--- src/rtl/rbuf_pkg.sv ---
package rbuf_pkg;
    parameter int BYTE_W    = 8;
    parameter int NUM_BYTES = 4;
    localparam int WORD_W   = BYTE_W * NUM_BYTES;
    localparam int SEL_W    = $clog2(NUM_BYTES);

    typedef enum logic [SEL_W-1:0] {
        SEL_B1 = 2'd0,
        SEL_B2 = 2'd1,
        SEL_B3 = 2'd2,
        SEL_B4 = 2'd3
    } sel_e;
endpackage

--- src/rtl/strobe_edge.sv ---
module strobe_edge (
    input  logic clk,
    input  logic rst_n,
    input  logic rd_n,
    output logic rd_fall,
    output logic rd_rise
);
    logic rd_q;

    always_ff @(posedge clk) begin
        if (!rst_n) rd_q <= 1'b1;
        else        rd_q <= rd_n;
    end

    assign rd_fall = rd_q & ~rd_n;
    assign rd_rise = ~rd_q & rd_n;


    rise_after_low_chk: assert property (@(posedge clk) disable iff (!rst_n)
        rd_rise |-> $past(rd_n) == 1'b0 || !$past(rst_n));
endmodule

--- src/rtl/readout_fsm.sv ---
module readout_fsm
    import rbuf_pkg::*;
(
    input  logic clk,
    input  logic rst_n,
    input  logic load,
    input  logic rd_fall,
    input  logic rd_rise,
    output sel_e sel,
    output logic rdy
);
    sel_e sel_nxt;

    always_ff @(posedge clk) begin
        if (!rst_n) sel <= SEL_B1;
        else        sel <= sel_nxt;
    end

    always_comb begin
        sel_nxt = sel;
        if (load) begin
            sel_nxt = SEL_B1;
        end else if (rd_rise) begin
            unique case (sel)
                SEL_B1: sel_nxt = SEL_B2;
                SEL_B2: sel_nxt = SEL_B3;
                SEL_B3: sel_nxt = SEL_B4;
                SEL_B4: sel_nxt = SEL_B1;
                default: sel_nxt = SEL_B1;
            endcase
        end
    end

    always_ff @(posedge clk) begin
        if (!rst_n)                         rdy <= 1'b0;
        else if (load)                      rdy <= 1'b1;
        else if (rd_fall && sel == SEL_B1)  rdy <= 1'b0;
    end


    load_sets_rdy_chk: assert property (@(posedge clk) disable iff (!rst_n)
        load |=> rdy && sel == SEL_B1);

    first_read_clears_chk: assert property (@(posedge clk) disable iff (!rst_n)
        (rd_fall && sel == SEL_B1 && !load) |=> !rdy);

    advance_chk: assert property (@(posedge clk) disable iff (!rst_n)
        (rd_rise && !load) |=> sel != $past(sel));

    hold_chk: assert property (@(posedge clk) disable iff (!rst_n)
        (!rd_rise && !load) |=> $stable(sel));
endmodule

--- src/rtl/word_store.sv ---
module word_store #(
    parameter int BYTE_W    = 8,
    parameter int NUM_BYTES = 4,
    localparam int WORD_W   = BYTE_W * NUM_BYTES,
    localparam int SEL_W    = $clog2(NUM_BYTES)
) (
    input  logic              clk,
    input  logic              rst_n,
    input  logic              load,
    input  logic [WORD_W-1:0] word_in,
    input  logic [SEL_W-1:0]  sel,
    output logic [BYTE_W-1:0] byte_out
);
    logic [WORD_W-1:0] store;
    logic [BYTE_W-1:0] lane [NUM_BYTES];

    always_ff @(posedge clk) begin
        if (!rst_n)    store <= '0;
        else if (load) store <= word_in;
    end

    for (genvar i = 0; i < NUM_BYTES; i++) begin : g_lane
        assign lane[i] = store[i*BYTE_W +: BYTE_W];
    end

    assign byte_out = lane[sel];


    overwrite_chk: assert property (@(posedge clk) disable iff (!rst_n)
        load |=> store == $past(word_in));

    keep_chk: assert property (@(posedge clk) disable iff (!rst_n)
        !load |=> $stable(store));
endmodule

--- src/rtl/byte_readout_buffer.sv ---
module byte_readout_buffer
    import rbuf_pkg::*;
#(
    parameter int BYTE_W   = rbuf_pkg::BYTE_W,
    localparam int WORD_W  = BYTE_W * NUM_BYTES
) (
    input  logic              clk,
    input  logic              rst_n,
    input  logic              load,
    input  logic [WORD_W-1:0] word_in,
    input  logic              rd_n,
    output logic [BYTE_W-1:0] bus_data,
    output logic              bus_oe,
    output logic              data_rdy
);
    logic              rd_fall;
    logic              rd_rise;
    sel_e              sel;
    logic [BYTE_W-1:0] byte_sel;

    strobe_edge u_edge (
        .clk     (clk),
        .rst_n   (rst_n),
        .rd_n    (rd_n),
        .rd_fall (rd_fall),
        .rd_rise (rd_rise)
    );

    readout_fsm u_fsm (
        .clk     (clk),
        .rst_n   (rst_n),
        .load    (load),
        .rd_fall (rd_fall),
        .rd_rise (rd_rise),
        .sel     (sel),
        .rdy     (data_rdy)
    );

    word_store #(.BYTE_W(BYTE_W), .NUM_BYTES(NUM_BYTES)) u_store (
        .clk      (clk),
        .rst_n    (rst_n),
        .load     (load),
        .word_in  (word_in),
        .sel      (sel),
        .byte_out (byte_sel)
    );

    assign bus_oe   = ~rd_n;
    assign bus_data = bus_oe ? byte_sel : '0;


    first_byte_after_load_chk: assert property (@(posedge clk) disable iff (!rst_n)
        ($past(rst_n) && $past(load) && bus_oe) |-> bus_data == $past(word_in[BYTE_W-1:0]));

    load_restarts_chk: assert property (@(posedge clk) disable iff (!rst_n)
        load |=> sel == SEL_B1);
endmodule

--- config.mk ---
export PLATFORM = sky130hd
export DESIGN_NAME = byte_readout_buffer
export DESIGN_NICKNAME = d
export VERILOG_FILES = /design/src/rtl/rbuf_pkg.sv /design/src/rtl/strobe_edge.sv /design/src/rtl/readout_fsm.sv /design/src/rtl/word_store.sv /design/src/rtl/byte_readout_buffer.sv
export SDC_FILE = /design/constraint.sdc
export NUM_CORES = 1
export LEC_CHECK = 0
export BUFFER_PORTS_ARGS = -buffer_cell sky130_fd_sc_hd__buf_2
export CAP_MARGIN = 20
export CORE_AREA = 2 2 64 66
export CTS_CLUSTER_SIZE = 40
export DETAILED_ROUTE_END_ITERATION = 10
export DIE_AREA = 0 0 66 68
export GPL_TIMING_DRIVEN = 0
export HOLD_SLACK_MARGIN = 0.08
export MAX_ROUTING_LAYER = met4
export PLACE_DENSITY = 0.8
export SYNTH_ARGS = -nofsm -noshare
export SYNTH_HDL_FRONTEND = slang
export SYNTH_SLANG_ARGS = --single-unit
--- constraint.sdc ---
create_clock -name clk -period 1.2 [get_ports clk]
set_clock_uncertainty 0.05 [all_clocks]
set_input_delay 0.24 -clock clk [delete_from_list [all_inputs] [get_ports clk]]
set_output_delay 0.24 -clock clk [all_outputs]
set_load 0.02 [all_outputs]
* Word level (Yosys, flattened, before mapping) *
Cells that the tools add are included.

cells by class
  $add $sub $neg = 0
  $mul = 0
  divide/modulo/power cells = 0
  order comparisons = 1
  equal/unequal tests = 3
  shifts and indexed selects = 0
  multiplexer cells = 7
  bitwise operators = 6
  reductions and logical operators = 4

operator list
  kind                                                                   number
  8-bit two-way mux                                                      3
  8-bit binary-select mux with 2-bit select                              1
  2-bit case mux with 4 select lines                                     1
  2-bit equality test, second input constant                             2
  3-bit greater-or-equal comparator, second input constant               1
  1-bit NOT                                                              3
  2-bit NOT with 3-bit output                                            1
  1-bit AND                                                              2
  2-bit by 1-bit equality test with 1-bit output, second input constant  1
  2-bit logical NOT                                                      1
  1-bit two-way mux                                                      2
  2-bit nonzero test                                                     1
  2-bit OR reduction                                                     1
  1-bit logical AND                                                      1

word-level totals
  flip-flop bits (word level) = 36
  latch bits = 0
  memory bits (writable) = 0
  ROM bits = 0
  bits of input ports = 36
  output and inout port bits = 10
  word-level logic and storage cells = 25
  memories kept = 0

* Longest topological paths before layout *
  word-level depth = 5
  mapped depth = 6
  mapped depth without buffers = 4

* Modules after synthesis *
From an unflattened synthesis, not the netlist that was laid out.

second synthesis, totals
  cells, all modules = 143
  area total of the unflattened synthesis = 1662.8 µm²

by module, submodules not included
  module               times used  cells an instance  area each (µm²)  seq. area each (µm²)
  word_store           1           113                1410.1           640.6
  readout_fsm          1           17                 160.2            60.1
  byte_readout_buffer  1           9                  53.8             0.0
  strobe_edge          1           4                  38.8             20.0

* Worst setup path after synthesis *
Ideal clock, no wire load.

  kind = flip-flop to output port
  start point = register u_fsm.sel[0]
  end point = output bus_data[0]
  data arrival time = 1.035 ns
  required time = 0.910 ns
  setup slack = -0.125 ns
  stages on the path, launching flop included = 5
  path buffers = 2
  path through = dfxtp_1 buf_6 buf_12 mux2i_1 o22ai_1

between the ends
  word-level cells in the longest chain between the ends = 5

ends and longest elaborated chain
  element                                                RTL line                   source
  from (decl)                                            readout_fsm.sv:9           output sel_e sel,
  from (signal assigned)                                 readout_fsm.sv:16          else sel <= sel_nxt;
  2-bit NOT with 3-bit output (not written as such)      word_store.sv:26           assign byte_out = lane[sel];
  8-bit binary-select mux with 2-bit select              word_store.sv:26
  8-bit two-way mux (not written as such) (2 in series)  word_store.sv:26
  8-bit two-way mux                                      byte_readout_buffer.sv:49  assign bus_data = bus_oe ? byte_sel : '0;
  to (decl)                                              byte_readout_buffer.sv:12  output logic [BYTE_W-1:0] bus_data,

No other way between the ends. The select of a mux whose other input is x is not followed.

* Final worst setup path *
  start point = register u_fsm.sel[0]
  end point = output bus_data[1]

Same word-level chain as after synthesis.

==> impl_metrics.env <==
export IMPL_stdcell_count=258
export IMPL_cp_slowest_cell="dfxtp_4"
export IMPL_leakage_nw=1.01
export IMPL_via_count=1256
export IMPL_crit_fanout=6
export IMPL_die_w_um=66
export IMPL_area_growth_pct=42.7
export IMPL_cp_data_required_time_ns=0.91
export IMPL_hp_class="in2reg"
export IMPL_clockBufferDepth=2
export IMPL_place_area_sq_um=2070
export IMPL_n_antenna_cell=0
export IMPL_synthXorXnorAreaFrac_pct=0
export IMPL_track_usage_pct=19.0
export IMPL_criticalPathCategory="reg2out"
export IMPL_crit_start="u_fsm.sel[0]"
export IMPL_rows=23
export IMPL_critPathTopFamily="flip-flops"
export IMPL_die_y_um=68
export IMPL_core_sq_um=3860
export IMPL_cts_tree="done"
export IMPL_gp_congestion=0.823
export IMPL_crit_path_start_kind="flip-flop"
export IMPL_wl_per_cell_um=14.6
export IMPL_hold_ws_ns=0.156
export IMPL_hold_path_startpoint="word_in[28]"
export IMPL_synth_cell_type_count=16
export IMPL_slew_violations=0
export IMPL_vias_per_cell=4.87
export IMPL_drt_total_wl_mm=3.76
export IMPL_synthCells=152
export IMPL_p_total_mw=2.56
export IMPL_drv_cap=0
export IMPL_r2r_start="u_fsm.sel[0]"
export IMPL_num_io_pins=46
export IMPL_avgSynthCellArea_sq_um=11.2
export IMPL_cp_slowest_stage_delay_ns=0.39
export IMPL_min_period_over_period_pct=140
export IMPL_final_core_util_pct=62.9
export IMPL_synthMuxAreaShare_pct=28.9
export IMPL_antenna_found_initial=0
export IMPL_worst_pin_slew_ns=0.238
export IMPL_detail_route_antenna_nets=0
export IMPL_syn_num_nets=191
export IMPL_switching_share_pct=25.5
export IMPL_drcViolationCount=0
export IMPL_synth_area_sq_um=1700
export IMPL_clk_root_buffer_cell="clkbuf_8"
export IMPL_max_freq_mhz=594
export IMPL_placed_cells=246
export IMPL_grt_pass1_wl_mm=6.07
export IMPL_final_cell_mix="buf_2 (39), mux2i_1 (38), dfxtp_1 (34), nor2b_1 (32), buf_6 (9)"
export IMPL_grt_pass1_vias=1282
export IMPL_initial_core_util_pct=44.1
export IMPL_cp_cell_sequence="buf_12 > mux2i_4 > o22ai_2 > buf_6"
export IMPL_arrival_ns=1.39
export IMPL_layout_commonest_cell="buf_2"
export IMPL_fin_crit_ns=1.68
export IMPL_h_tree_depth=2
export IMPL_power_frac_comb_pct=16.9
export IMPL_p_clk_share_pct=31.5
export IMPL_cts_sinks=36
export IMPL_setup_ws_ns=-0.484
export IMPL_synth_simple_gate_area_share_pct=14.6
export IMPL_final_cell_area_sq_um=2420
export IMPL_violations="setup timing"
export IMPL_synth_top_area_share_pct=42.4
export IMPL_synthAdderAreaFrac_pct=2.21
export IMPL_port_buffers=44
export IMPL_ys_seq_area_share_pct=42.4
export IMPL_maxSlewHeadroom_pct=84.1
export IMPL_cts_hold_repair_buffers=0
export IMPL_synthTopCellsByArea="dfxtp_1 (42%), mux2i_1 (29%), nor2b_1 (12%), buf_12 (4.7%), o22ai_1 (2.9%)"
export IMPL_tns_ns=-3.57
export IMPL_rsz0062_at_grt="yes"
export IMPL_setup_violations_final=9
export IMPL_critPathCaptureType="output pin"
export IMPL_hold_viol=0
export IMPL_synth_compound_area_share_pct=4.34
export IMPL_outcome="finished, violations left"
export IMPL_overflow=0
export IMPL_synth_seq_cells=36
export IMPL_synth_top_family_by_area="multiplexers"
export IMPL_peakVddDrop_uv=585
export IMPL_power_density_nw_per_um2=1050
export IMPL_drt_iter0_drc=19
export IMPL_cts_made_buffers=5
export IMPL_final_layout_size_suffix_gt1_share_pct=45.7
export IMPL_clk_latency_ns=0.29
export IMPL_dr_pass1_iters=3
export IMPL_intPower_mw=1.90
export IMPL_grt_max_degree=11
export IMPL_switchingPower_mw=0.653
export IMPL_path_clk_slew_ns=0.07
export IMPL_dp_hpwl_mm=2.56
export IMPL_die_area_sq_um=4490
export IMPL_seqPwrFrac_pct=51.6
export IMPL_ys_warn_count=0
export IMPL_fillers=319
export IMPL_path_buf_inv=2
export IMPL_finish_net_count=247
export IMPL_synth_area_leader_cell="dfxtp_1"
export IMPL_post_place_ws_ns=-0.275
==> tightest hold or removal path: cells and delay by family <==
kind / cells / cell delay [ns]
buf+inv: 1 / 0.07
mux: 1 / 0.05
simple gates: 1 / 0.09
==> layer usage <==
metal / track usage (%) / share of wire [%] / up-vias
li1: - / - / 636
met2: 32.4 / 49 / 28
met3: 5.59 / 4.3 / 7
met1: 21.4 / 44 / 585
met5: - / 0 / -
met4: 6.89 / 2.1 / 0
==> area by class of cell <==
| type | instances | area (sq um) | area share [%] |
|---|---|---|---|
| buffer | 8 | 106 | 4.39 |
| clock buffer | 6 | 72.6 | 2.99 |
| clock inverter | 1 | 5.00 | 0.206 |
| inverter | 3 | 18.8 | 0.774 |
| multi-input combinational | 104 | 1080 | 44.5 |
| sequential | 36 | 726 | 29.9 |
| tap | 50 | 62.6 | 2.58 |
| timing repair buffer | 50 | 355 | 14.7 |
==> state kept, by name (all words and copies together), names as in the netlist <==
signal         flops
u_edge.rd_q        1
u_store.store     32
u_fsm.rdy          1
u_fsm.sel          2
==> cell families after synthesis <==
| kind of cell | Yosys count |
|---|---|
| muxes | 49 |
| buffers and inverters | 12 |
| AOI/OAI and AO/OA | 11 |
| DFF | 36 |
| adders and majority gates | 3 |
| and+or+nand+nor | 41 |
==> final timing paths <==
kind / end / slack [ns] / cells past startpoint
hold reg to reg: u_fsm.rdy / 0.39 / 1
setup reg to reg: u_fsm.sel[1] / -0.09 / 6
setup / recovery: bus_data[1] / -0.48 / 4
hold / removal: u_store.store[28] / 0.16 / 3
==> repair_timing <==
item	4_1_cts	5_1_grt
pin swaps	6	6
gates cloned	1	0
setup endpoints to repair	10	10
resized for setup	35	20
buffers inserted	5	1
==> cell usage after synthesis <==
master    number
and2b_1        1
nand2b_4       1
buf_12         4
buf_6          2
nand2_1        3
inv_1          3
dfxtp_1       36
ha_1           3
o22ai_1        8
a31oi_1        1
a211oi_2       1
nor2_1         4
mux2i_1       49
nor2b_1       32
o21ai_1        1
buf_2          3
==> power groups by stage <==
stage / clock network [mW] / registers [mW] / logic (mW)
floorplan: 0 / 1.32 / 0.262
global placement: 0 / 1.33 / 0.371
detailed placement: 0 / 1.33 / 0.377
CTS: 0.826 / 1.31 / 0.425
global route: 0.882 / 1.32 / 0.465
finish: 0.806 / 1.32 / 0.431
Note: power is estimated with default switching activity, not from simulation.
